==> src/rtl/i2c_pinovr_pkg.sv <==
package i2c_pinovr_pkg;
    localparam int NPINS  = 2;
    localparam int PIN_SCL = 0;
    localparam int PIN_SDA = 1;

    localparam logic [2:0] OFS_OWNER = 3'd0;
    localparam logic [2:0] OFS_DIR   = 3'd1;
    localparam logic [2:0] OFS_LEVEL = 3'd2;
    localparam logic [2:0] OFS_SET   = 3'd3;
    localparam logic [2:0] OFS_CLR   = 3'd4;

    typedef enum logic {
        OWN_ENGINE = 1'b0,
        OWN_SOFT   = 1'b1
    } pin_owner_e;
endpackage

==> src/rtl/pinovr_sync.sv <==
module pinovr_sync #(
    parameter int NPINS  = 2,
    parameter int STAGES = 2
) (
    input  logic             clk,
    input  logic             rst_n,
    input  logic [NPINS-1:0] raw,
    output logic [NPINS-1:0] synced
);
    localparam int WARM_W = $clog2(STAGES + 1);

    for (genvar p = 0; p < NPINS; p++) begin : g_pin
        logic [STAGES-1:0] chain;
        always_ff @(posedge clk or negedge rst_n) begin
            if (!rst_n) chain <= '0;
            else        chain <= {chain[STAGES-2:0], raw[p]};
        end
        assign synced[p] = chain[STAGES-1];
    end

    logic [WARM_W-1:0] warm;
    always_ff @(posedge clk or negedge rst_n) begin
        if (!rst_n)                   warm <= '0;
        else if (warm != WARM_W'(STAGES)) warm <= warm + 1'b1;
    end


    sync_latency_chk: assert property (@(posedge clk) disable iff (!rst_n)
        (warm == WARM_W'(STAGES)) |-> (synced == $past(raw, STAGES)));
endmodule

==> src/rtl/pinovr_owner_fsm.sv <==
module pinovr_owner_fsm
    import i2c_pinovr_pkg::*;
(
    input  logic       clk,
    input  logic       rst_n,
    input  logic       mode_wr,
    input  logic       mode_bit,
    output pin_owner_e owner
);
    pin_owner_e state_q, state_d;

    always_ff @(posedge clk or negedge rst_n) begin
        if (!rst_n) state_q <= OWN_ENGINE;
        else        state_q <= state_d;
    end

    always_comb begin
        state_d = state_q;
        unique case (state_q)
            OWN_ENGINE: if (mode_wr &&  mode_bit) state_d = OWN_SOFT;   // TAKE
            OWN_SOFT:   if (mode_wr && !mode_bit) state_d = OWN_ENGINE; // GIVE
            default:    state_d = OWN_ENGINE;
        endcase
    end

    assign owner = state_q;


    take_chk: assert property (@(posedge clk) disable iff (!rst_n)
        (mode_wr && mode_bit) |=> (owner == OWN_SOFT));

    give_chk: assert property (@(posedge clk) disable iff (!rst_n)
        (mode_wr && !mode_bit) |=> (owner == OWN_ENGINE));
endmodule

==> src/rtl/pinovr_regs.sv <==
module pinovr_regs
    import i2c_pinovr_pkg::*;
#(
    parameter int NPINS  = 2,
    parameter int ADDR_W = 3,
    parameter int DATA_W = 8
) (
    input  logic              clk,
    input  logic              rst_n,
    input  logic              wr,
    input  logic [ADDR_W-1:0] waddr,
    input  logic [DATA_W-1:0] wdata,
    input  logic [ADDR_W-1:0] raddr,
    output logic [DATA_W-1:0] rdata,
    input  pin_owner_e        owner,
    input  logic [NPINS-1:0]  level,
    output logic              mode_wr,
    output logic              mode_bit,
    output logic [NPINS-1:0]  dir,
    output logic [NPINS-1:0]  latch
);
    localparam int PAD_W = DATA_W - NPINS;

    logic             set_hit, clr_hit, dir_hit;
    logic [NPINS-1:0] set_mask, clr_mask;

    assign mode_wr  = wr && (waddr == ADDR_W'(OFS_OWNER));
    assign mode_bit = wdata[0];
    assign dir_hit  = wr && (waddr == ADDR_W'(OFS_DIR));
    assign set_hit  = wr && (waddr == ADDR_W'(OFS_SET));
    assign clr_hit  = wr && (waddr == ADDR_W'(OFS_CLR));
    assign set_mask = set_hit ? wdata[NPINS-1:0] : '0;
    assign clr_mask = clr_hit ? wdata[NPINS-1:0] : '0;

    always_ff @(posedge clk or negedge rst_n) begin
        if (!rst_n) begin
            dir   <= '0;
            latch <= '1;
        end else begin
            if (dir_hit) dir <= wdata[NPINS-1:0];
            latch <= (latch | set_mask) & ~clr_mask;
        end
    end

    always_comb begin
        rdata = '0;
        unique case (raddr)
            ADDR_W'(OFS_OWNER): rdata = {{(DATA_W-1){1'b0}}, owner == OWN_SOFT};
            ADDR_W'(OFS_DIR):   rdata = {{PAD_W{1'b0}}, dir};
            ADDR_W'(OFS_LEVEL): rdata = {{PAD_W{1'b0}}, level};
            default:            rdata = '0;
        endcase
    end

    for (genvar p = 0; p < NPINS; p++) begin : g_chk

        set_bit_chk: assert property (@(posedge clk) disable iff (!rst_n)
            (set_hit && wdata[p]) |=> latch[p]);

        clr_bit_chk: assert property (@(posedge clk) disable iff (!rst_n)
            (clr_hit && wdata[p]) |=> !latch[p]);

        set_zero_keep_chk: assert property (@(posedge clk) disable iff (!rst_n)
            (set_hit && !wdata[p]) |=> $stable(latch[p]));
    end
endmodule

==> src/rtl/pinovr_padmux.sv <==
module pinovr_padmux
    import i2c_pinovr_pkg::*;
#(
    parameter int NPINS = 2
) (
    input  logic             clk,
    input  logic             rst_n,
    input  pin_owner_e       owner,
    input  logic [NPINS-1:0] dir,
    input  logic [NPINS-1:0] latch,
    input  logic [NPINS-1:0] eng_oe,
    output logic [NPINS-1:0] pad_oe
);
    for (genvar p = 0; p < NPINS; p++) begin : g_pin
        always_comb begin
            unique case (owner)
                OWN_ENGINE: pad_oe[p] = eng_oe[p];
                OWN_SOFT:   pad_oe[p] = dir[p] & ~latch[p];
                default:    pad_oe[p] = eng_oe[p];
            endcase
        end


        soft_blocks_engine_chk: assert property (@(posedge clk) disable iff (!rst_n)
            (owner == OWN_SOFT && $stable(owner) && $stable(dir) && $stable(latch))
            |-> $stable(pad_oe[p]));

        input_pin_released_chk: assert property (@(posedge clk) disable iff (!rst_n)
            (owner == OWN_SOFT && !dir[p]) |-> !pad_oe[p]);
    end
endmodule

==> src/rtl/i2c_pin_override.sv <==
module i2c_pin_override
    import i2c_pinovr_pkg::*;
#(
    parameter int ADDR_W      = 3,
    parameter int DATA_W      = 8,
    parameter int SYNC_STAGES = 2
) (
    input  logic              clk,
    input  logic              rst_n,
    input  logic              bus_wr,
    input  logic [ADDR_W-1:0] bus_waddr,
    input  logic [DATA_W-1:0] bus_wdata,
    input  logic [ADDR_W-1:0] bus_raddr,
    output logic [DATA_W-1:0] bus_rdata,
    input  logic              eng_scl_oe,
    input  logic              eng_sda_oe,
    input  logic              pad_scl_in,
    input  logic              pad_sda_in,
    output logic              pad_scl_oe,
    output logic              pad_sda_oe
);
    pin_owner_e       owner;
    logic             mode_wr, mode_bit;
    logic [NPINS-1:0] dir, latch, level, raw, eng_oe, pad_oe;

    assign raw[PIN_SCL]    = pad_scl_in;
    assign raw[PIN_SDA]    = pad_sda_in;
    assign eng_oe[PIN_SCL] = eng_scl_oe;
    assign eng_oe[PIN_SDA] = eng_sda_oe;
    assign pad_scl_oe      = pad_oe[PIN_SCL];
    assign pad_sda_oe      = pad_oe[PIN_SDA];

    pinovr_sync #(.NPINS(NPINS), .STAGES(SYNC_STAGES)) u_sync (
        .clk(clk), .rst_n(rst_n), .raw(raw), .synced(level)
    );

    pinovr_owner_fsm u_fsm (
        .clk(clk), .rst_n(rst_n), .mode_wr(mode_wr), .mode_bit(mode_bit), .owner(owner)
    );

    pinovr_regs #(.NPINS(NPINS), .ADDR_W(ADDR_W), .DATA_W(DATA_W)) u_regs (
        .clk(clk), .rst_n(rst_n), .wr(bus_wr), .waddr(bus_waddr), .wdata(bus_wdata),
        .raddr(bus_raddr), .rdata(bus_rdata), .owner(owner), .level(level),
        .mode_wr(mode_wr), .mode_bit(mode_bit), .dir(dir), .latch(latch)
    );

    pinovr_padmux #(.NPINS(NPINS)) u_mux (
        .clk(clk), .rst_n(rst_n), .owner(owner), .dir(dir), .latch(latch),
        .eng_oe(eng_oe), .pad_oe(pad_oe)
    );
endmodule

==> config.mk <==
export PLATFORM = sky130hd
export DESIGN_NAME = i2c_pin_override
export DESIGN_NICKNAME = d
export VERILOG_FILES = /design/src/rtl/i2c_pinovr_pkg.sv /design/src/rtl/pinovr_sync.sv /design/src/rtl/pinovr_owner_fsm.sv /design/src/rtl/pinovr_regs.sv /design/src/rtl/pinovr_padmux.sv /design/src/rtl/i2c_pin_override.sv
export SDC_FILE = /design/constraint.sdc
export NUM_CORES = 1
export LEC_CHECK = 0
export ABC_AREA = 1
export BUFFER_PORTS_ARGS = -buffer_cell sky130_fd_sc_hd__buf_2
export CAP_MARGIN = 5
export CORE_AREA = 2 2 39 41
export DETAILED_ROUTE_END_ITERATION = 16
export DIE_AREA = 0 0 41 43
export GPL_TIMING_DRIVEN = 0
export PLACE_DENSITY = 0.73
export SYNTH_ARGS = -nofsm -noshare
export SYNTH_HDL_FRONTEND = slang
export SYNTH_HIERARCHICAL = 1
export SYNTH_SLANG_ARGS = --single-unit
==> constraint.sdc <==
create_clock -name clk -period 1.3 [get_ports clk]
set_input_delay 0.13 -clock clk [delete_from_list [all_inputs] [get_ports clk]]
set_output_delay 0.13 -clock clk [all_outputs]
set_load 0.02 [all_outputs]
==> summary.json <==
{
  "route.final.wire_length_um": 896,
  "synth_simple_gate_area_share": 0.300,
  "cell_count_after_placement": 107,
  "clk-insertion-delay-late_ns": 0.26,
  "detail-route-antenna-nets": 0,
  "timing_worst_setup_path_type": "reg2out",
  "critical_path.cell_chain": "inv_1 > nand3_1 > nand2_1 > buf_2",
  "synth_top_family_by_area": "simple AND/OR/NAND/NOR gates",
  "routabilityCongestion": 0.717,
  "tritoncts_clock_tree": "yes",
  "worst_hold_startpoint": "bus_wdata[1]",
  "final_cells": 114,
  "cts-root-buf": "sky130_fd_sc_hd__clkbuf_4",
  "num-fill-cells": 133,
  "first_pass_iters": 4,
  "dieHeight_um": 43,
  "finalPower_mw": 0.757,
  "syn_avg_cell_area_um2": 7.67,
  "dp_hpwl_um": 694,
  "ctsHtreeMaxLevel": 1,
  "grtUsageTotal": 0.124,
  "setup.worst_path.start_class": "register",
  "grt_pass1_wl_mm": 1.37,
  "critPathCaptureType": "primary output",
  "grtUsageMet1": 0.152,
  "critical_path_required_ns": 1.17,
  "worstPathMaxFanout": 2,
  "cts-buffers-inserted": 3,
  "grt_max_degree": 10,
  "grt_overflow_total": 0,
  "period_needed_ns": 1.21,
  "postCtsSetupRepairBufs": 0,
  "min_period_over_period": 0.932,
  "dr_total_vias": 488,
  "p_leak_nw": 0.426,
  "timing.hold.worst.class": "in2reg",
  "max_cap_viol_count": 0,
  "fp.dieArea_mm2": 0.00176,
  "area_growth_pct": 35.5,
  "synthCells": 68,
  "critical-path-max-stage-delay_ns": 0.53,
  "number_of_register_bits_inferred_by_synthesis": 9,
  "run_status": "finished, final reports clean",
  "core.rowCount": 14,
  "synthDistinctLibCells": 14,
  "cts.sinks": 9,
  "power-per-cell-area_mw_per_mm2": 1070,
  "whs_endpoint": "u_regs/dir[1]",
  "clock_skew_ns": 0.000324,
  "global_route.usage.met2": 0.166,
  "synth.yosys.seq_area_share": 0.436,
  "route.detailed.vias_per_inst": 4.28,
  "synth_compound_gate_area_share": 0.0192,
  "critical_path_arrival_ns": 1.08,
  "max_freq_ghz": 0.826,
  "fp.dieW_um": 41,
  "groute.layer.met3.usage": 0.0628,
  "clock_tree.buffer_depth": 2,
  "yosys.area_share.xor_xnor": 0,
  "share_of_post_route_cells_with_drive_strength_above_1": 0.357,
  "insertedDiodeCount": 0,
  "design.portCount": 31,
  "r2r_end": "u_regs/latch[0]",
  "first_global_vias": 346,
  "grt_antenna_before_repair": 0,
  "gr-max-usage-layer": "met2",
  "synth.area.mux_share": 0,
  "reg2reg_from": "u_regs/latch[0]",
  "timing.final.hold_violations": 0,
  "synth-warning-count": 6,
  "port_buffers": 18,
  "yosys.area_share.adder": 0,
  "worst_r2r_path_depth": 4,
  "post-place-ws_ns": 0.368,
  "setup_viol_count_final": 0,
  "slew_violations": 0,
  "critPathSlowestCell": "sky130_fd_sc_hd__dfstp_2",
  "first_iter_violations": 10,
  "grt_setup_unrepaired": "false",
  "drcViolationCount": 0,
  "route.detailed.wl_per_inst_um": 7.86,
  "power.ir.vdd_worst_mv": 0.730,
  "clk_pin_slew_ns": 0.06,
  "finalWorstSetupSlack_ns": 0.0890,
  "initial_core_util": 0.377,
  "min_delay_path_depth": 3,
  "netlist_area_um2": 522,
  "core_mm2": 0.00138,
  "fin_setup_tns_ns": 0,
  "fin_nets": 120,
  "reg2reg_setup_slack_ns": 0.55
}
[power breakdown]
part / switching (mW) / leakage (nW) / internal, mW / total (mW)
clock: 0.0936 / 0.0150 / 0.118 / 0.212
combinational: 0.108 / 0.306 / 0.0814 / 0.189
sequential: 0.0279 / 0.105 / 0.328 / 0.356
total: 0.229 / 0.426 / 0.527 / 0.757
[timing repair]
item / in CTS / in global routing
endpoints found under the hold margin: 11 / 0
resized for setup: 0 / 0
hold buffers: 3 / 0
[through the flow]
| stage | instance area [um^2] | hold WS, ns | utilization |
|---|---|---|---|
| 6_report | 707 | 0.136 | 0.511 |
| 5_1_grt | 707 | 0.141 | 0.511 |
| 4_1_cts | 707 | 0.135 | 0.511 |
| 3_5_place_dp | 651 | -0.0152 | 0.470 |
| 3_3_place_gp | 651 | -0.0188 | 0.470 |
| 2_1_floorplan | 541 | -0.166 | - |
[critical path, delay by kind of cell, from the launching register on]
family | cells | cell delay (ns)
buffers and inverters | 2 | 0.19
flip-flops | 1 | 0.53
AND/OR/NAND/NOR | 2 | 0.12
[kinds of logic (layout without fill, tap and decap cells)]
| group | Yosys count | after routing |
|---|---|---|
| simple gates | 32 | 32 |
| buf+inv | 24 | 49 |
| other cells | 1 | 6 |
| flops | 9 | 9 |
| compound gates | 2 | 2 |
[worst max-delay path by stage]
stage                    start    endpoint  slack (ns)  depth (start not counted)
6_report       u_regs/latch[1]  pad_sda_oe        0.09                          4
5_1_grt        u_regs/latch[0]  pad_scl_oe        0.03                          4
4_1_cts        u_regs/latch[0]  pad_scl_oe        0.08                          4
3_5_place_dp   u_regs/latch[0]  pad_scl_oe        0.37                          4
3_3_place_gp   u_regs/latch[0]  pad_scl_oe        0.38                          4
2_1_floorplan  u_regs/latch[0]  pad_scl_oe        0.45                          3
[cell type report]
cell class,instances,area [um^2],area share
Buffer,9,67.6,0.0956
Clock buffer,4,26.3,0.0372
Inverter,15,56.3,0.0796
Multi-Input combinational cell,40,189,0.267
Sequential cell,9,228,0.322
Tap cell,16,20.0,0.0283
Timing Repair Buffer,21,120,0.170
[synth_stat cells, drive strengths merged]
cell	number	area (um^2)
inv	15	56.3
dfstp	2	52.6
conb	1	3.75
nand2	15	56.3
o21ai	2	10.0
nor2	3	18.8
nand4	4	25.0
nand3	9	50.1
buf	9	67.6
nor4	1	6.26
dfrtp	7	175
[routing by layer]
metal	part of all wire	vias to the layer above	wire length [um]
li1	-	255	-
met1	0.41	207	370
met2	0.49	22	436
met3	0.084	4	75
met4	0.013	0	12
met5	0	-	0
[placed cells by master (no fill, tap or decap)]
master,n
sky130_fd_sc_hd__dfrtp_1,7
sky130_fd_sc_hd__nor2_1,2
sky130_fd_sc_hd__nand2_1,15
sky130_fd_sc_hd__conb_1,6
sky130_fd_sc_hd__clkbuf_4,3
sky130_fd_sc_hd__buf_2,18
sky130_fd_sc_hd__dfstp_2,2
sky130_fd_sc_hd__clkbuf_1,1
sky130_fd_sc_hd__o21ai_1,2
sky130_fd_sc_hd__dlygate4sd3_1,3
sky130_fd_sc_hd__inv_2,1
sky130_fd_sc_hd__nand3_1,8
sky130_fd_sc_hd__inv_1,14
sky130_fd_sc_hd__nand4_1,4
sky130_fd_sc_hd__nor4_1,1
sky130_fd_sc_hd__nor2_4,1
sky130_fd_sc_hd__buf_4,9
sky130_fd_sc_hd__nand3_2,1
Power figures use the tool's default switching activity.
